==> src/rtl/mdio_pkg.sv <==
package mdio_pkg;
  // command word field positions (host-visible)
  localparam int CMD_GO  = 31;
  localparam int CMD_RD  = 30;
  localparam int PHY_LSB = 21;
  localparam int REG_LSB = 16;
  localparam int ADDR_W  = 5;
  localparam int DATA_W  = 16;
  // frame layout after the preamble
  localparam int HDR_BITS  = 14;  // start + opcode + phy + reg
  localparam int TA_BITS   = 2;
  localparam int POST_BITS = HDR_BITS + TA_BITS + DATA_W;

  typedef struct packed {
    logic load;      // accept a new command
    logic shiftOut;  // advance outgoing shift register (MDC fall)
    logic sampleIn;  // capture MDIO (MDC rise, data bits)
    logic done;      // last MDC fall of the frame
    logic inPre;     // current bit belongs to the preamble
    logic outRel;    // release MDIO (read turnaround/data)
  } mdioStrb_t;
endpackage

==> src/rtl/mdio_ctrl.sv <==
module mdio_ctrl
  import mdio_pkg::*;
#(
  parameter int MDC_HALF = 4,
  parameter int PRE_LEN  = 32
) (
  input  logic      clk,
  input  logic      rstN,
  input  logic      wrEn,
  input  logic      wrGo,
  input  logic      rdSel,
  input  logic      busyIn,
  output logic      mdc,
  output mdioStrb_t strb
);
  localparam int FRAME_BITS = PRE_LEN + POST_BITS;
  localparam int CNT_W      = $clog2(FRAME_BITS);
  localparam int DIV_W      = (MDC_HALF > 1) ? $clog2(MDC_HALF) : 1;
  localparam logic [CNT_W-1:0] LAST_BIT  = CNT_W'(FRAME_BITS - 1);
  localparam logic [CNT_W-1:0] HDR_START = CNT_W'(PRE_LEN);
  localparam logic [CNT_W-1:0] TA_START  = CNT_W'(PRE_LEN + HDR_BITS);
  localparam logic [CNT_W-1:0] DAT_START = CNT_W'(PRE_LEN + HDR_BITS + TA_BITS);
  localparam logic [DIV_W-1:0] DIV_LAST  = DIV_W'(MDC_HALF - 1);

  typedef enum logic {ST_IDLE, ST_RUN} state_t;

  state_t           state;
  logic [DIV_W-1:0] divCnt;
  logic [CNT_W-1:0] bitCnt;
  logic             mdcQ;
  logic             halfTick;
  logic             riseTick;
  logic             fallTick;

  assign halfTick = (state == ST_RUN) && (divCnt == DIV_LAST);
  assign riseTick = halfTick && !mdcQ;
  assign fallTick = halfTick && mdcQ;
  assign mdc      = mdcQ;

  always_comb begin
    strb          = '0;
    strb.load     = wrEn && wrGo && (state == ST_IDLE);
    strb.shiftOut = fallTick && (bitCnt >= HDR_START) && (bitCnt != LAST_BIT);
    strb.sampleIn = riseTick && (bitCnt >= DAT_START);
    strb.done     = fallTick && (bitCnt == LAST_BIT);
    strb.inPre    = bitCnt < HDR_START;
    strb.outRel   = (state == ST_RUN) && rdSel && (bitCnt >= TA_START);
  end

  always_ff @(posedge clk) begin
    if (!rstN) begin
      state  <= ST_IDLE;
      divCnt <= '0;
      bitCnt <= '0;
      mdcQ   <= 1'b0;
    end else begin
      case (state)
        ST_IDLE: begin
          if (strb.load) begin
            state  <= ST_RUN;
            divCnt <= '0;
            bitCnt <= '0;
            mdcQ   <= 1'b0;
          end
        end
        default: begin
          if (halfTick) begin
            divCnt <= '0;
            mdcQ   <= ~mdcQ;
            if (fallTick) begin
              if (bitCnt == LAST_BIT) begin
                state  <= ST_IDLE;
                bitCnt <= '0;
              end else begin
                bitCnt <= bitCnt + 1'b1;
              end
            end
          end else begin
            divCnt <= divCnt + 1'b1;
          end
        end
      endcase
    end
  end

  AST_BUSY_TRACKS_RUN: assert property (@(posedge clk) disable iff (!rstN)
    busyIn == (state == ST_RUN));
  AST_MDC_LOW_IDLE: assert property (@(posedge clk) disable iff (!rstN)
    (state == ST_IDLE) |-> !mdcQ);
  AST_NO_RESTART_RUN: assert property (@(posedge clk) disable iff (!rstN)
    (state == ST_RUN) |-> !strb.load);
endmodule

==> src/rtl/mdio_dpath.sv <==
module mdio_dpath
  import mdio_pkg::*;
(
  input  logic        clk,
  input  logic        rstN,
  input  logic        wrEn,
  input  logic [31:0] wrData,
  input  mdioStrb_t   strb,
  input  logic        mdc,
  input  logic        mdioIn,
  output logic        busy,
  output logic        rdSel,
  output logic [31:0] rdData,
  output logic        mdioOut,
  output logic        mdioOe
);
  logic              busyQ;
  logic              rdQ;
  logic [ADDR_W-1:0] phyQ;
  logic [ADDR_W-1:0] regQ;
  logic [DATA_W-1:0] dataQ;
  logic [POST_BITS-1:0] txShift;
  logic [DATA_W-1:0] rxShift;
  logic [1:0]        opCode;

  assign opCode = wrData[CMD_RD] ? 2'b10 : 2'b01;

  always_ff @(posedge clk) begin
    if (!rstN) begin
      busyQ   <= 1'b0;
      rdQ     <= 1'b0;
      phyQ    <= '0;
      regQ    <= '0;
      dataQ   <= '0;
      txShift <= '0;
      rxShift <= '0;
    end else begin
      if (strb.load) begin
        busyQ   <= 1'b1;
        rdQ     <= wrData[CMD_RD];
        phyQ    <= wrData[PHY_LSB +: ADDR_W];
        regQ    <= wrData[REG_LSB +: ADDR_W];
        dataQ   <= wrData[DATA_W-1:0];
        txShift <= {2'b01, opCode, wrData[PHY_LSB +: ADDR_W],
                    wrData[REG_LSB +: ADDR_W], 2'b10, wrData[DATA_W-1:0]};
      end else begin
        if (strb.shiftOut)
          txShift <= {txShift[POST_BITS-2:0], 1'b0};
        if (strb.sampleIn && rdQ)
          rxShift <= {rxShift[DATA_W-2:0], mdioIn};
        if (strb.done) begin
          busyQ <= 1'b0;
          if (rdQ)
            dataQ <= rxShift;
        end
      end
    end
  end

  assign busy    = busyQ;
  assign rdSel   = rdQ;
  assign rdData  = {busyQ, rdQ, 4'b0000, phyQ, regQ, dataQ};
  assign mdioOut = (busyQ && !strb.inPre) ? txShift[POST_BITS-1] : 1'b1;
  assign mdioOe  = busyQ && !strb.outRel;

  AST_OUT_ON_FALL: assert property (@(posedge clk) disable iff (!rstN)
    !$stable(mdioOut) |-> $fell(mdc));
  AST_BUSY_WR_IGNORED: assert property (@(posedge clk) disable iff (!rstN)
    (busyQ && wrEn) |=> ($stable(phyQ) && $stable(regQ) && $stable(rdQ)));
  AST_IDLE_HOLD: assert property (@(posedge clk) disable iff (!rstN)
    (!busyQ && !(wrEn && wrData[CMD_GO])) |=> $stable(rdData));
  AST_NO_DRIVE_ON_SAMPLE: assert property (@(posedge clk) disable iff (!rstN)
    (busyQ && rdQ && strb.sampleIn) |-> !mdioOe);
endmodule

==> src/rtl/mdio_cmd_master.sv <==
module mdio_cmd_master
  import mdio_pkg::*;
#(
  parameter int MDC_HALF = 4,
  parameter int PRE_LEN  = 32
) (
  input  logic        clk,
  input  logic        rstN,
  input  logic        regWrEn,
  input  logic [31:0] regWrData,
  output logic [31:0] regRdData,
  output logic        mdc,
  output logic        mdioOut,
  output logic        mdioOe,
  input  logic        mdioIn
);
  mdioStrb_t strb;
  logic      busy;
  logic      rdSel;

  mdio_ctrl #(
    .MDC_HALF (MDC_HALF),
    .PRE_LEN  (PRE_LEN)
  ) uCtrl (
    .clk    (clk),
    .rstN   (rstN),
    .wrEn   (regWrEn),
    .wrGo   (regWrData[CMD_GO]),
    .rdSel  (rdSel),
    .busyIn (busy),
    .mdc    (mdc),
    .strb   (strb)
  );

  mdio_dpath uDpath (
    .clk     (clk),
    .rstN    (rstN),
    .wrEn    (regWrEn),
    .wrData  (regWrData),
    .strb    (strb),
    .mdc     (mdc),
    .mdioIn  (mdioIn),
    .busy    (busy),
    .rdSel   (rdSel),
    .rdData  (regRdData),
    .mdioOut (mdioOut),
    .mdioOe  (mdioOe)
  );
endmodule

==> config.mk <==
export PLATFORM = sky130hd
export DESIGN_NAME = mdio_cmd_master
export DESIGN_NICKNAME = d
export VERILOG_FILES = /design/src/rtl/mdio_pkg.sv /design/src/rtl/mdio_ctrl.sv /design/src/rtl/mdio_dpath.sv /design/src/rtl/mdio_cmd_master.sv
export SDC_FILE = /design/constraint.sdc
export NUM_CORES = 1
export LEC_CHECK = 0
export ABC_AREA = 1
export BUFFER_PORTS_ARGS = -buffer_cell sky130_fd_sc_hd__buf_2
export CORE_MARGIN = 2
export CORE_UTILIZATION = 55
export CTS_CLUSTER_DIAMETER = 100
export DETAILED_ROUTE_END_ITERATION = 8
export HOLD_SLACK_MARGIN = 0.02
export PLACE_DENSITY_LB_ADDON = 0.3
export SLEW_MARGIN = 20
export SYNTH_ARGS = -nofsm -noshare
export SYNTH_HDL_FRONTEND = slang
export SYNTH_SLANG_ARGS = --single-unit
==> constraint.sdc <==
create_clock -name clk -period 2 [get_ports clk]
set_clock_uncertainty 0.1 [all_clocks]
set_input_delay 0.2 -clock clk [delete_from_list [all_inputs] [get_ports clk]]
set_output_delay 0.2 -clock clk [all_outputs]
set_load 0.005 [all_outputs]
; ---- After elaboration in Yosys (flattened, before gate mapping)
; Cells that the tools add are included.
[totals]
register_bits = 86
input_bits = 36
output_inout_bits = 35
wordCells = 78
[op_classes]
n_addsub = 2
magnitude_cmp = 4
eq_ne = 5
muxes = 25
n_bitwise = 4
n_reduce_logical = 26
[ops]
columns = op, count
row1 = 2-to-1 mux 31 bit, 2
row2 = 2-to-1 mux 16 bit, 3
row3 = 2-to-1 mux 6 bit, 5
row4 = >= comparator 6 bit (second input constant), 3
row5 = logical AND 1 bit, 14
row6 = 2-to-1 mux 1 bit, 11
row7 = 2-to-1 mux 2 bit, 4
row8 = nonzero test 2 bit, 4
row9 = adder 6 x 1 -> 6 bit (second input constant), 1
row10 = == test 6 bit (second input constant), 1
row11 = < comparator 6 bit (second input constant), 1
row12 = inequality test 6 bit (second input constant), 1
row13 = AND reduction 2 bit, 3
row14 = inequality test 2 bit (second input constant), 2
row15 = NOT 1 bit, 4
row16 = zero test 1 bit, 3
row17 = AND reduction 3 bit, 1
row18 = adder 2 x 1 -> 2 bit (second input constant), 1
row19 = == test 2 bit (second input constant), 1
row20 = OR reduction 2 bit, 1

; ---- Longest topological paths before layout
[logic_depth]
depth_word = 7
ltp_mapped = 10
depth_no_buf = 9

; ---- Cells and area by module
; Synthesis repeated with hierarchy kept, for this count alone.
[unflattened]
hier_cells = 541
hier_area_um2 = 3907.5
[modules_own_cells]
columns = mod, n_inst, cells_per_inst, area_per_inst_um2, seq_area_each_um2
row1 = mdio_dpath, 1, 457, 3301.9, 1521.5
row2 = mdio_ctrl, 1, 84, 605.6, 200.2

; ---- Least setup slack after synthesis
; No wires, ideal clock.
[synth_path]
path_kind = register -> register
startpoint = reg uCtrl.bitCnt[1]
endpoint = reg uDpath.txShift[28]
setup_ps = 128
t_arrival_ps = 1296
required_time_ps = 1772
setup_slack_ps = 477
stages_incl_launch_ff = 10
n_path_buf = 1
period_less_slack_ps = 1523
path_cell_list = dfxtp_1 ha_1 inv_1 nor2_4 nand2_4 nand2_8 nand2_4 buf_6 o21ai_1 nor2_1
[synth_between]
elab_chain_len = 4
elab_cells_between_ends = 5
classes_between = order compare: 1 / eq/ne: 1 / reduce/logical: 3
[synth_lines]
columns = item, line_no
row1 = "start, declared", mdio_ctrl.sv:29  ; logic [CNT_W-1:0] bitCnt;
row2 = "start signal, assigned", mdio_ctrl.sv:75  ; bitCnt <= bitCnt + 1'b1;
row3 = >= comparator 6 bit, mdio_ctrl.sv:43  ; strb.shiftOut = fallTick && (bitCnt >= HDR_START) && (bitCnt != LAST_BIT);
row4 = logical AND 1 bit, mdio_ctrl.sv:43
row5 = logical AND 1 bit (*), mdio_ctrl.sv:43
row6 = nonzero test 2 bit (no source line) (*), -
row7 = "end signal, assigned", mdio_dpath.sv:44  ; txShift <= {2'b01, opCode, wrData[PHY_LSB +: ADDR_W],
row8 = "end signal, assigned", mdio_dpath.sv:48  ; txShift <= {txShift[POST_BITS-2:0], 1'b0};
row9 = "end, declared", mdio_dpath.sv:22  ; logic [POST_BITS-1:0] txShift;
; Mark *: on every way between the ends. The rest lies on a longest branch, timed or not.
; A chain may end at the register's enable or synchronous reset.

; ---- Worst setup path after layout
[layout_path]
startpoint = reg uCtrl.divCnt[0]
endpoint = reg uDpath.txShift[21]
[layout_between]
elab_chain_len = 6
[layout_lines]
columns = item, line_no
row1 = "start, declared", mdio_ctrl.sv:28  ; logic [DIV_W-1:0] divCnt;
row2 = "start signal, assigned", mdio_ctrl.sv:79  ; divCnt <= divCnt + 1'b1;
row3 = == test 2 bit, mdio_ctrl.sv:35  ; assign halfTick = (state == ST_RUN) && (divCnt == DIV_LAST);
row4 = logical AND 1 bit, mdio_ctrl.sv:35
row5 = logical AND 1 bit, mdio_ctrl.sv:37  ; assign fallTick = halfTick && mdcQ;
row6 = logical AND 1 bit (2 in a row), mdio_ctrl.sv:43
row7 = nonzero test 2 bit (no source line), -
; Every way passes these cells.

==> summary.txt <==
Hold path
  • Min-Delay Endpoint: uDpath.phyQ[0]
  • Min-delay src: regWrData[21]
  • Worst hold path depth: 3
  • Hold WC Path Type: in2reg

Synth
  • Fraction of synthesized area in multiplexers: 0%
  • Yosys reg bits: 86
  • Xor/xnor share of the synthesized area: 0%
  • Largest family of logic cells by synthesized area: simple AND/OR/NAND/NOR gates
  • Post-synthesis compound-gate area fraction: 14.7%
  • Synth Area in Adders: 0.997%
  • Synth Warn #: 0
  • Gate Count Post-Synth: 511
  • Syn Area/Cell: 7.37 um2
  • Post-Syn Area: 3760 um2
  • Cell variety after synth: 26
  • Sequential element share of the synthesized area: 45.7%
  • Post-synthesis simple-gate area fraction: 29.5%

Pwr
  • Total power: 0.00362 W
  • LEAKAGE: 1.87 nW
  • VDD IR-drop max: 575 uV
  • Pwr Density: 820 nW/um2

Detailed routing
  • Routed wire per std cell: 12.7 um
  • Post-route DRC: 0
  • First-pass detailed-route iteration total: 4
  • DR iter-0 viols: 175
  • Total number of vias: 3387
  • Routed WL: 8340 um
  • Vias per cell: 5.16
  • Post-route ant nets: 0

Setup path
  • Arrival time worst endpoint: 2000 ps
  • Worst Path Buf+Inv: 1
  • Crit path cell chain: ha_1, nand3_4, nor2_8, nand2_8, nand2_4, buf_12, nand3_1, nand2_1, nor2_1
  • Critical path's slowest cell: dfxtp_1
  • R2R cell count: 9
  • Type of destination of the critical path: flop
  • CP peak stage delay: 360 ps
  • Largest fanout on the critical path: 25
  • Startpoint Class: flop
  • Cell family contributing the most delay on the critical path: simple AND/OR/NAND/NOR gates
  • CP required: 2150 ps
  • WS Path Type: reg2reg
  • Endpoint of the worst-slack reg-to-reg timing path: uDpath.txShift[21]
  • Crit Reg-Reg Startpoint: uCtrl.divCnt[0]
  • R2R setup slack: 150 ps

Floorplanning
  • I/O pin cnt: 71
  • Die Ht: 86.7 um
  • Core area: 6720 um2
  • Die Area: 7520 um2
  • FP Rows: 30
  • Initial Utilization: 56.0%
  • Chip Width: 86.7 um

Timing
  • Final min period: 1850 ps
  • Setup TNS: 0 ps
  • Crit share post-route: 92.5%
  • Final Hold Vio Count: 0
  • Final setup vio count: 0
  • RSZ-0062 raised after global routing: no
  • Max Freq: 540 MHz
  • Count of pins over their slew limit: 0
  • Final WS setup: 149 ps

Layout
  • Syn-to-layout area delta: 17.4%
  • Nets: 611
  • # diodes: 0
  • Layout Utilization: 65.8%
  • Share of layout cells above drive strength 1: 18.4%
  • Design area: 4420 um2
  • Layout filler cell count: 580

Global routing
  • Total track usage: 23.6%
  • Met3 GRT Util: 5.90%
  • Vias in the first global route: 3119
  • Routing usage on met1: 28.0%
  • Global route overflow: 0
  • Largest net degree at the start of global routing: 38
  • Initial antenna violation count: 0
  • First-pass GRT wire length: 14000 um
  • Met2 Track Usage GR: 41.7%
  • Gr busiest metal: met2

Clock network
  • Clock Sinks: 86
  • CTS tree: yes
  • H-tree levels: 3
  • # Post-CTS Setup Buffers: 0
  • Clock-pin slew on the worst setup and hold paths: 80 ps
  • Clock buffer depth: 2
  • Clock Latency Late Sink: 360 ps
  • Root buf cell: clkbuf_8
  • TritonCTS Buffers: 9

Placement
  • Post-DP Area: 4080 um2
  • Dpl hpwl: 5720 um
  • # port buffers: 62
  • Post-Place Worst Slack: 178 ps
  • Global placer's final weighted congestion: 0.781

Job
  • Max-cap violations: 0

Run status
  • Outcome: complete, no violations
-- worst min-delay path: cells and delay by family --
family                 cells  cell delay, ps
buffers and inverters      1              90
and+or+nand+nor            1              90
AOI/OAI and AO/OA          1              70
-- final cells by class --
cell class                      instances  area [um2]  share of cell area (%)
Tap cell                               80         100                    2.27
Timing Repair Buffer                   82         508                    11.5
Multi-Input combinational cell        360        1720                    38.9
Inverter                               33         124                    2.80
Clock inverter                          5         106                    2.41
Clock buffer                           11         141                    3.20
Sequential cell                        86        1720                    39.0
-- layer usage --
layer	wire length, um	vias to the layer above
li1	-	1759
met1	3690	1538
met2	4220	78
met3	321	12
met4	106	0
met5	0	-
-- worst max path at each step --
stage,to,start,slack (ps),depth (start not counted)
after global routing,uDpath.txShift[21],uCtrl.divCnt[0],5,9
final,uDpath.txShift[21],uCtrl.divCnt[0],150,9
after global placement,uDpath.txShift[21],uCtrl.divCnt[0],230,9
after floorplan,uDpath.txShift[28],uCtrl.bitCnt[1],480,9
after detailed placement,uDpath.txShift[9],uCtrl.divCnt[0],180,9
after CTS,uDpath.txShift[21],uCtrl.bitCnt[1],130,10
-- Yosys cell counts, drive strengths merged --
cell | count | share of area, %
o21a | 3 | 0.60
conb | 1 | 0.10
buf | 25 | 4.7
o211ai | 1 | 0.20
clkbuf | 10 | 1.0
dfxtp | 86 | 46
or2 | 1 | 0.17
ha | 3 | 1.0
a211oi | 1 | 0.20
o21ai | 45 | 6.0
a21oi | 58 | 7.7
inv | 33 | 3.3
nor2 | 65 | 7.5
nand2 | 125 | 14
nand3 | 54 | 8.2
-- through the flow --
stage / hold WS, ps / instances
6_report: 47.3 / 657
5_1_grt: 33.1 / 657
4_1_cts: 21.7 / 657
3_5_place_dp: 336 / 632
3_3_place_gp: 331 / 632
2_1_floorplan: 263 / 514
-- registers in the layout, summed over array words and instances (netlist names) --
signal and flops:
uDpath.regQ 5, uDpath.rdSel 1, uDpath.dataQ 16, uCtrl.state 1, uDpath.txShift 32, uCtrl.mdc 1
uDpath.busy 1, uDpath.rxShift 16, uDpath.phyQ 5, uCtrl.bitCnt 6, uCtrl.divCnt 2
-- placed cells by master, fill, tap and decap left out, drive strengths merged --
cell type / netlist / routed
inv: 33 / 33
ha: 3 / 3
nor2: 65 / 65
conb: 1 / 4
clkbuf: 10 / 11
clkinvlp: 0 / 1
or2: 1 / 1
clkinv: 0 / 1
nand2: 125 / 125
dfxtp: 86 / 86
o21a: 3 / 3
dlygate4sd3: 0 / 9
bufinv: 0 / 3
a211oi: 1 / 1
o211ai: 1 / 1
a21oi: 58 / 58
buf: 25 / 73
o21ai: 45 / 45
nand3: 54 / 54
-- logic make-up after synthesis --
group / count (synthesis)
adders and majority gates: 3
AOI/OAI and AO/OA: 108
and+or+nand+nor: 245
other: 1
buffers and inverters: 68
DFF: 86
-- power breakdown --
| part | internal (W) | switching, W | leakage [nW] |
|---|---|---|---|
| combinational | 0.000139 | 0.000203 | 1.05 |
| clock | 0.000866 | 0.000612 | 0.120 |
| sequential | 0.00177 | 0.0000321 | 0.699 |
-- timing repair --
item,CTS,global route
hold endpoints to repair,9,0
resized for setup,0,1
hold buffers,9,0
endpoints found under the setup margin,0,1
No activity file was read; power rests on OpenSTA's default activity.
